## config.mk

```make
export PLATFORM = sky130hd
export DESIGN_NAME = pin_io_ctrl
export DESIGN_NICKNAME = d
export VERILOG_FILES = /design/src/rtl/pin_io_pkg.sv /design/src/rtl/pin_in_sync.sv /design/src/rtl/pin_event_det.sv /design/src/rtl/pin_pending.sv /design/src/rtl/pin_io_ctrl.sv
export SDC_FILE = /design/constraint.sdc
export NUM_CORES = 1
export LEC_CHECK = 0
export ABC_CLOCK_PERIOD_IN_PS = 1900
export CORE_MARGIN = 3
export CORE_UTILIZATION = 45
export CTS_CLUSTER_DIAMETER = 120
export DETAILED_ROUTE_END_ITERATION = 6
export DONT_BUFFER_PORTS = 1
export MAX_ROUTING_LAYER = met4
export PLACE_DENSITY = 0.73
export SYNTH_ARGS = -nofsm -noshare
export SYNTH_HDL_FRONTEND = slang
export SYNTH_HIERARCHICAL = 1
export SYNTH_SLANG_ARGS = --single-unit
```

## constraint.sdc

```tcl
create_clock -name clk -period 1.9 [get_ports clk]
set_clock_uncertainty 0.15 [all_clocks]
set_input_delay 0.19 -clock clk [delete_from_list [all_inputs] [get_ports clk]]
set_output_delay 0.19 -clock clk [all_outputs]
set_load 0.005 [all_outputs]
```

## src/rtl/pin_io_pkg.sv

```systemverilog
package pin_io_pkg;

    typedef enum logic [2:0] {
        TRIG_LVL_HI = 3'b000,
        TRIG_LVL_LO = 3'b001,
        TRIG_RISE   = 3'b010,
        TRIG_FALL   = 3'b011,
        TRIG_BOTH   = 3'b100
    } trig_e;

    typedef struct packed {
        trig_e trig;
        logic  irq_en;
        logic  buf_en;
        logic  in_en;
        logic  out_en;
    } pin_cfg_t;

    localparam int CFG_BIT_OUT = 0;
    localparam int CFG_BIT_IN  = 1;
    localparam int CFG_BIT_BUF = 2;
    localparam int CFG_BIT_IRQ = 3;
    localparam int CFG_TRIG_LO = 5;
    localparam int CFG_TRIG_HI = 7;

    function automatic pin_cfg_t cfg_from_word(input logic [7:0] w);
        pin_cfg_t c;
        c.out_en = w[CFG_BIT_OUT];
        c.in_en  = w[CFG_BIT_IN];
        c.buf_en = w[CFG_BIT_BUF];
        c.irq_en = w[CFG_BIT_IRQ];
        c.trig   = trig_e'(w[CFG_TRIG_HI:CFG_TRIG_LO]);
        return c;
    endfunction

    function automatic logic [7:0] cfg_to_word(input pin_cfg_t c);
        return {c.trig, 1'b0, c.irq_en, c.buf_en, c.in_en, c.out_en};
    endfunction

endpackage

```

## src/rtl/pin_in_sync.sv

```systemverilog
module pin_in_sync #(
    parameter int WIDTH = 32
) (
    input  logic             clk,
    input  logic             rst_n,
    input  logic [WIDTH-1:0] async_in,
    output logic [WIDTH-1:0] sync_out,
    output logic [WIDTH-1:0] sync_prev
);
    logic [WIDTH-1:0] stage1_q;
    logic [WIDTH-1:0] stage2_q;
    logic [WIDTH-1:0] prev_q;

    always_ff @(posedge clk or negedge rst_n) begin
        if (!rst_n) begin
            stage1_q <= '0;
            stage2_q <= '0;
            prev_q   <= '0;
        end else begin
            stage1_q <= async_in;
            stage2_q <= stage1_q;
            prev_q   <= stage2_q;
        end
    end

    assign sync_out  = stage2_q;
    assign sync_prev = prev_q;
endmodule

```

## src/rtl/pin_event_det.sv

```systemverilog
module pin_event_det
    import pin_io_pkg::*;
(
    input  pin_cfg_t cfg,
    input  logic     cur,
    input  logic     prev,
    output logic     hit,
    output logic     is_level
);
    logic cond;

    always_comb begin
        cond     = 1'b0;
        is_level = 1'b0;
        unique case (cfg.trig)
            TRIG_LVL_HI: begin cond = cur;           is_level = 1'b1; end
            TRIG_LVL_LO: begin cond = !cur;          is_level = 1'b1; end
            TRIG_RISE:         cond = cur && !prev;
            TRIG_FALL:         cond = !cur && prev;
            TRIG_BOTH:         cond = cur ^ prev;
            default:           cond = 1'b0;
        endcase
        hit = cfg.irq_en && cond;
    end
endmodule

```

## src/rtl/pin_pending.sv

```systemverilog
module pin_pending #(
    parameter int WIDTH = 32
) (
    input  logic             clk,
    input  logic             rst_n,
    input  logic [WIDTH-1:0] set_vec,
    input  logic [WIDTH-1:0] level_vec,
    input  logic [WIDTH-1:0] clr_vec,
    output logic [WIDTH-1:0] pending
);
    logic [WIDTH-1:0] pend_q;
    logic [WIDTH-1:0] pend_d;

    always_comb begin
        pend_d = (pend_q & ~clr_vec)
               | (set_vec & ~level_vec)
               | (set_vec & level_vec & ~clr_vec);
    end

    always_ff @(posedge clk or negedge rst_n) begin
        if (!rst_n) pend_q <= '0;
        else        pend_q <= pend_d;
    end

    assign pending = pend_q;
endmodule

```

## src/rtl/pin_io_ctrl.sv

```systemverilog
module pin_io_ctrl
    import pin_io_pkg::*;
#(
    parameter int NUM_PINS = 32,
    parameter int ADDR_W   = 8,
    parameter int DATA_W   = 32
) (
    input  logic                clk,
    input  logic                rst_n,
    input  logic [ADDR_W-1:0]   bus_addr,
    input  logic                bus_we,
    input  logic [DATA_W-1:0]   bus_wdata,
    output logic [DATA_W-1:0]   bus_rdata,
    input  logic [NUM_PINS-1:0] pad_in,
    output logic [NUM_PINS-1:0] pad_out,
    output logic [NUM_PINS-1:0] pad_oe,
    output logic                irq
);
    localparam int IDX_W = $clog2(NUM_PINS);
    localparam logic [ADDR_W-1:0] OFS_STATUS = ADDR_W'(NUM_PINS * 4);
    localparam logic [ADDR_W-1:0] OFS_INPUT  = ADDR_W'(NUM_PINS * 4 + 4);
    localparam logic [ADDR_W-1:0] OFS_OUTPUT = ADDR_W'(NUM_PINS * 4 + 8);

    pin_cfg_t            cfg_q [NUM_PINS];
    logic [NUM_PINS-1:0] out_q;
    logic [NUM_PINS-1:0] sync_cur;
    logic [NUM_PINS-1:0] sync_prev;
    logic [NUM_PINS-1:0] hit_vec;
    logic [NUM_PINS-1:0] level_vec;
    logic [NUM_PINS-1:0] clr_vec;
    logic [NUM_PINS-1:0] pending_q;
    logic [NUM_PINS-1:0] in_en_vec;
    logic [NUM_PINS-1:0] cfg_irq_en;

    logic             cfg_hit;
    logic [IDX_W-1:0] cfg_idx;

    assign cfg_hit = (bus_addr[1:0] == 2'b00) && (bus_addr < OFS_STATUS);
    assign cfg_idx = bus_addr[IDX_W+1:2];

    pin_in_sync #(.WIDTH(NUM_PINS)) u_sync (
        .clk      (clk),
        .rst_n    (rst_n),
        .async_in (pad_in),
        .sync_out (sync_cur),
        .sync_prev(sync_prev)
    );

    for (genvar g = 0; g < NUM_PINS; g++) begin : g_pin
        pin_event_det u_det (
            .cfg     (cfg_q[g]),
            .cur     (sync_cur[g]),
            .prev    (sync_prev[g]),
            .hit     (hit_vec[g]),
            .is_level(level_vec[g])
        );
        assign pad_oe[g]     = cfg_q[g].out_en && cfg_q[g].buf_en;
        assign in_en_vec[g]  = cfg_q[g].in_en;
        assign cfg_irq_en[g] = cfg_q[g].irq_en;
    end

    assign clr_vec = (bus_we && bus_addr == OFS_STATUS) ? bus_wdata[NUM_PINS-1:0] : '0;

    pin_pending #(.WIDTH(NUM_PINS)) u_pend (
        .clk      (clk),
        .rst_n    (rst_n),
        .set_vec  (hit_vec),
        .level_vec(level_vec),
        .clr_vec  (clr_vec),
        .pending  (pending_q)
    );

    always_ff @(posedge clk or negedge rst_n) begin
        if (!rst_n) begin
            for (int i = 0; i < NUM_PINS; i++) cfg_q[i] <= '0;
            out_q <= '0;
        end else if (bus_we) begin
            if (cfg_hit) cfg_q[cfg_idx] <= cfg_from_word(bus_wdata[7:0]);
            if (bus_addr == OFS_OUTPUT) out_q <= bus_wdata[NUM_PINS-1:0];
        end
    end

    always_comb begin
        bus_rdata = '0;
        if (cfg_hit)                      bus_rdata = DATA_W'(cfg_to_word(cfg_q[cfg_idx]));
        else if (bus_addr == OFS_STATUS)  bus_rdata = DATA_W'(pending_q);
        else if (bus_addr == OFS_INPUT)   bus_rdata = DATA_W'(sync_cur & in_en_vec);
        else if (bus_addr == OFS_OUTPUT)  bus_rdata = DATA_W'(out_q);
    end

    assign pad_out = out_q;
    assign irq     = |pending_q;
endmodule

```

==> impl_metrics.csv, run 1 <==
group,metric,value,unit
die,die_w,215,um
sta,drv_slew,0,
cells_and_area,syn_to_final_growth,30.6,%
routing,first_pass_iters,5,
cells_and_area,drive_gt1_share,42.1,%
die,initial_core_util,46.1,%
global_route,grt_remaining_overflow,0,
die,dieArea,46100,um^2
clocking,clk_latency,0.58,ns
routing,routed_wl,60400,um
routing,remaining_drc_errors,0,
sta,worst_slew_pin_slew,0.946,ns
power_and_ir_drop,peakVddDrop,0.000576,V
sta,period_minus_slack,2.74,ns
global_route,grt_pass1_vias,15371,
global_route,grt_pass1_wl,91900,um
cells_and_area,layout_common_cells,"362 x dfrtp_1, 298 x buf_4, 281 x mux2_2",
clocking,cts_tree,"built",
power_and_ir_drop,power_leakage,12.0,nW
sta,fin_tns_setup,-6.00,ns
synthesis,synth-seq-cells,384,
die,io_pins,172,
cells_and_area,nets,2183,
sta,grt_setup_unrepaired,"true",
placement,port_buffers,0,
routing,vias,14691,
sta,hold_viol,384,
synthesis,yosys_warnings,6,
synthesis,async_flop_share,100,%
setup_path,endpoint_kind,"output port",
sta,finalCritPeriodShare,144,%
setup_path,critPathKind,"flip-flop to output port",
synthesis,yosysSeqAreaShare,49.0,%
routing,drt_iter0_drc,1043,
cells_and_area,diodes,0,
synthesis,yosysUniqueCellTypes,46,
synthesis,netlist_area,19600,um^2
global_route,grt_use_total,26.7,%
cells_and_area,multiInputGateArea,9820,um^2
sta,holdWs,-0.838,ns
setup_path,worstSetupStartpointType,"flip-flop",
clocking,cts_made_buffers,43,
setup_path,path_cells,"mux2i_2 -> buf_4 -> o22ai_2 -> or4_4 -> nor2_4 -> o22ai_2 -> buf_4",
global_route,grt_max_degree,385,
synthesis,synth_top_area_share,49.0,%
synthesis,synth_edf_count,0,
power_and_ir_drop,power.density,786,nW/um^2
clocking,clk_pin_slew_worst_paths,0.06,ns
global_route,grt_antenna_before_repair,0,
placement,dp_slack,-0.400,ns
sta,setup_ws,-0.839,ns
cells_and_area,n_fill_cell,3383,
synthesis,synth_area_leaders,"dfrtp_1 49%, mux2_2 16%, mux2i_1 5.7%",
status,status,"finished with violations",
synthesis,synth_top_cell_by_area,"dfrtp_1",
sta,fmax,365,MHz
clocking,cts_root_buf,"clkbuf_16",
synthesis,netlist_instances,1669,
die,die_h,215,um
cells_and_area,final_common_cell,"dfrtp_1",
routing,ant_nets,0,
setup_path,worstPathRequired,1.56,ns
placement,globalplace.congestion,0.976,
setup_path,cpMaxStageDelayCell,"or4_4",
synthesis,synth_area_per_cell,11.7,um^2
synthesis,ys.flop_type,"dfrtp_1",
die,core_area,42500,um^2
status,violations,"hold timing, setup timing",
clocking,h-tree-depth,2,
placement,place_area,22400,um^2
clocking,cts_sinks,384,
routing,wire_per_inst,22.8,um
synthesis,syn_nets,1808,
die,row_count,75,
setup_path,slowest_delay,0.56,ns
min_path,hp-class,"input port to asynchronous set/reset pin",
routing,viasPerCell,5.54,
sta,relSlewSlack,36.9,%
setup_path,path_max_fanout,2,
sta,setup_viol,10,
run,maxCapViolCount,0,
cells_and_area,final_area,25600,um^2
setup_path,crit_arrival,2.40,ns
cells_and_area,regArea,9640,um^2
placement,dp.final_hpwl,41100,um
clocking,clockBufferDepth,3,
routing by layer:
| metal | up-vias | track usage (%) | part of all wire, % |
|---|---|---|---|
| met5 | - | - | 0 |
| met4 | 0 | 9.45 | 3.4 |
| met2 | 407 | 42.8 | 48 |
| li1 | 6708 | - | - |
| met3 | 103 | 6.50 | 7.2 |
| met1 | 7473 | 33.2 | 42 |
through the flow:
| stage | util, % | total power [mW] | cells | hold slack, ns |
|---|---|---|---|---|
| after detailed placement | 52.6 | 10.7 | 2474 | -0.239 |
| final | 60.2 | 20.1 | 2653 | -0.838 |
| after global placement | 52.6 | 10.6 | 2474 | -0.234 |
| after global routing | 60.2 | 20.8 | 2653 | -0.867 |
| after CTS | 59.3 | 20.2 | 2646 | -0.859 |
| after floorplan | - | 10.1 | 1669 | -0.256 |
worst paths after layout:
check	from	endpoint	slack (ns)	depth (start not counted)
max	cfg_q[198]	bus_rdata[2]	-0.84	7
min	rst_n	pad_out[21]	-0.84	0
max reg2reg	u_sync/sync_out[12]	u_pend/pending[12]	0.10	7
min reg2reg	u_sync/stage1_q[4]	u_sync/sync_out[4]	0.19	0
max in group asynchronous	rst_n	u_sync/sync_out[28]	1.59	0
min in group clk	bus_addr[6]	cfg_q[19]	0.02	3
power by group:
group / total (mW) / internal, mW / switching, mW
Combinational: 2.07 / 1.15 / 0.925
Sequential: 8.93 / 8.59 / 0.340
Clock: 9.12 / 5.61 / 3.50
Total: 20.1 / 15.4 / 4.77
synth_stat cells (all sizes together), types with 15 or more instances:
cell and count:
a21boi 32, nand3 40, a21oi 96, o22ai 94
clkbuf 52, and2 64, mux2 288, nor4b 32
nand3b 32, nor2 112, nand2b 34, dfrtp 384
or4 15, inv 96, xor2 32, buf 30
mux2i 112, ha 64
flip-flops by register name, summed over array words and instances, names as in the netlist:
register	cells
cfg_q	192
pad_out	32
u_sync/sync_prev	32
u_pend/pending	32
cfg_irq_en	32
u_sync/stage1_q	32
u_sync/sync_out	32
what timing repair did:
item	in CTS	in global routing
gates resized for setup	74	87
hold endpoints to repair	704	388
endpoints found under the setup margin	21	144
hold buffers	92	1
gates cloned	0	0
buffers inserted	4	10
pin swaps	15	37
critical path: cells and delay by family, from the launching register on:
| kind | cells | cell delay [ns] |
|---|---|---|
| and+or+nand+nor | 2 | 0.74 |
| AOI/OAI and AO/OA | 2 | 0.16 |
| muxes | 1 | 0.19 |
| DFF | 1 | 0.40 |
| buffers and inverters | 2 | 0.32 |
kinds of logic after synthesis:
| family | Yosys count | synth area share [%] |
|---|---|---|
| simple gates | 388 | 12.0 |
| flops | 384 | 49.0 |
| mux | 400 | 22.4 |
| xor+xnor | 32 | 1.43 |
| buf+inv | 178 | 3.73 |
| compound gates | 223 | 7.33 |
| fa+ha+maj | 64 | 4.08 |
area by class of cell:
class	instances	area share, %
Tap cell	577	2.82
Clock buffer	58	4.78
Clock inverter	19	1.24
Sequential cell	384	37.6
Timing Repair Buffer	412	13.8
Inverter	96	1.41
Multi-Input combinational cell	1107	38.4
(Power assumes the default switching activity.)
==> run 2: changes to the inputs <==
Settings changed: BUFFER_PORTS_ARGS set to -buffer_cell sky130_fd_sc_hd__buf_2, DONT_BUFFER_PORTS 1 to unset, PLACE_DENSITY 0.73 to 0.76.
==> run 2 against run 1 <==
Effect of this change: utilization up 3.6 points; first-iteration DRC count up 39%; register-to-register slack worse by 0.07 ns; die area unchanged; final area up 6.0%; the flow finishes with violations (setup timing); total power up 1.3%; critical path type unchanged; highest routed layer unchanged.
==> impl_metrics.csv, run 2 (synthesis results as in run 1) <==
group,metric,value,unit
status,status,"finished with violations",
status,violations,"setup timing",
routing,first_pass_iters,5,
setup_path,endpoint_kind,"output port",
setup_path,critical_path_buf_inv_count,2,
sta,worst_slew_pin_slew,0.959,ns
global_route,grt_pass1_wl,101000,um
setup_path,rrSetupSlack,0.03,ns
clocking,h-tree-depth,2,
clocking,cts_made_buffers,43,
setup_path,worstSetupStartpointType,"flip-flop",
sta,fin_tns_setup,-6.76,ns
clocking,clk_pin_slew_worst_paths,0.06,ns
power_and_ir_drop,peakVddDrop,0.000676,V
setup_path,slowest_delay,0.60,ns
clocking,cts_sinks,384,
sta,hold_viol,0,
setup_path,worstPathRequired,1.56,ns
clocking,clk_latency,0.57,ns
sta,fmax,367,MHz
die,io_pins,172,
setup_path,cp_top_family,"simple AND/OR/NAND/NOR gates",
die,die_w,215,um
placement,place_area,24100,um^2
setup_path,cpMaxStageDelayCell,"or4_4",
min_path,hp-class,"input port to flip-flop",
die,die_h,215,um
sta,setup_viol,22,
cells_and_area,largest_register_ffs,192,
power_and_ir_drop,p_sw_share,25.4,%
power_and_ir_drop,power_leakage,13.2,nW
cells_and_area,syn_to_final_growth,38.5,%
die,core_area,42500,um^2
global_route,grt_antenna_before_repair,1,
routing,wire_per_inst,23.1,um
cells_and_area,final_common_cell,"dfrtp_1",
routing,vias,16049,
routing,routed_wl,66500,um
routing,ant_nets,0,
global_route,grt_max_degree,58,
die,row_count,75,
cells_and_area,max_flop_register,"cfg_q",
power_and_ir_drop,p_sw,5.17,mW
power_and_ir_drop,clockPowerShare,42.8,%
setup_path,critPathKind,"flip-flop to output port",
run,maxCapViolCount,0,
cells_and_area,final_area,27200,um^2
setup_path,path_cells,"mux2i_1 -> buf_4 -> o22ai_1 -> or4_4 -> nor2_4 -> o22ai_1 -> buf_2",
sta,setup_ws,-0.828,ns
setup_path,rr_startpoint,"u_sync/sync_out[27]",
routing,remaining_drc_errors,0,
setup_path,ff2ff_path_depth,8,
sta,relSlewSlack,36.1,%
setup_path,path_max_fanout,2,
cells_and_area,fin_util,63.9,%
clocking,clockBufferDepth,3,
setup_path,crit_arrival,2.39,ns
sta,drv_slew,0,
min_path,holdPathStages,3,
die,dieArea,46100,um^2
power_and_ir_drop,p_int,15.2,mW
setup_path,crit_top_cell,"o22ai_1",
global_route,grt_use_total,29.0,%
sta,grt_setup_unrepaired,"true",
min_path,hold_end,"cfg_q[12]",
cells_and_area,drive_gt1_share,49.2,%
routing,viasPerCell,5.58,
cells_and_area,layout_common_cells,"359 x dfrtp_1, 340 x buf_4, 281 x mux2_2",
power_and_ir_drop,comb_power_share,13.2,%
clocking,cts_tree,"built",
power_and_ir_drop,seq_power_share,44.0,%
global_route,grt_pass1_vias,17057,
min_path,min-delay-start,"bus_wdata[6]",
global_route,grt_remaining_overflow,0,
placement,globalplace.congestion,0.994,
die,initial_core_util,46.1,%
sta,period_minus_slack,2.73,ns
clocking,cts_root_buf,"clkbuf_16",
cells_and_area,nets,2407,
placement,dp.final_hpwl,47200,um
sta,finalCritPeriodShare,144,%
routing,drt_iter0_drc,1453,
power_and_ir_drop,power.density,751,nW/um^2
setup_path,rr_endpoint,"u_pend/pending[27]",
placement,port_buffers,171,
==> run 2: cell types whose count changed in the layout (fill, tap and decap cells not counted), sizes merged <==
cell         before  now
dlygate4sd3      84   60
clkbuf           59   68
buf             326  573
clkinv            8    2
inv              98   97
clkinvlp          1    2
diode             0    1
bufinv            8    4
==> run 2: metrics by stage <==
stage	setup slack [ns]	hold slack (ns)	total power, mW	cells
after floorplan	0.00759	-0.256	10.1	1669
after global placement	-0.671	0.0276	11.4	2728
after detailed placement	-0.680	0.0162	11.4	2728
after CTS	-0.786	0.00856	20.4	2866
after global routing	-0.868	0.0330	21.1	2876
final	-0.828	0.0385	20.4	2876
==> run 2: worst register-to-register path: stages, from the launching register on <==
cell	delay [ns]
dfrtp_1	0.42
buf_6	0.14
buf_4	0.14
ha_1	0.18
mux2_2	0.26
nand3b_1	0.13
a21boi_2	0.08
nor2_1	0.13
o22ai_2	0.11
==> run 2: final cells by class <==
| type | instances | area [um^2] |
|---|---|---|
| Tap cell | 577 | 722 |
| Multi-Input combinational cell | 1107 | 9950 |
| Fill cell | 3104 | 15400 |
| Clock buffer | 66 | 1310 |
| Clock inverter | 9 | 156 |
| Timing Repair Buffer | 636 | 5010 |
| Sequential cell | 384 | 9640 |
| Antenna cell | 1 | 2.50 |
| Inverter | 96 | 360 |
==> run 2: how the worst max path moves through the flow <==
stage | start | to | slack (ns) | cells after the start
after global placement | bus_addr[2] | bus_rdata[7] | -0.67 | 9
after CTS | cfg_q[116] | bus_rdata[5] | -0.79 | 7
after floorplan | bus_addr[2] | bus_rdata[3] | 0.008 | 8
final | cfg_q[57] | bus_rdata[1] | -0.83 | 7
after global routing | cfg_q[141] | bus_rdata[1] | -0.87 | 6
after detailed placement | bus_addr[2] | bus_rdata[7] | -0.68 | 9
==> run 2: per-layer routing <==
layer	routed length (um)	global-route usage, %	part of all wire [%]
met5	0	-	0
met3	3750	3.31	5.6
met4	2910	11.5	4.4
met2	32400	47.9	49
met1	27400	36.8	41
==> run 2: repair_timing <==
action                                  CTS  global route
endpoints found under the hold margin   476            16
pin swaps                                42            33
endpoints found under the setup margin   33            72
setup buffers                            13            14
hold buffers                             61             1
resized for setup                       133            76
==> run 2: power by group through the flow <==
| stage | combinational, mW | clock (mW) | sequential (mW) |
|---|---|---|---|
| 2_1_floorplan | 1.06 | 0 | 9.00 |
| 3_3_place_gp | 2.27 | 0 | 9.08 |
| 3_5_place_dp | 2.36 | 0 | 9.08 |
| 4_1_cts | 2.59 | 8.82 | 8.96 |
| 5_1_grt | 2.90 | 9.15 | 9.01 |
| 6_report | 2.69 | 8.72 | 8.98 |
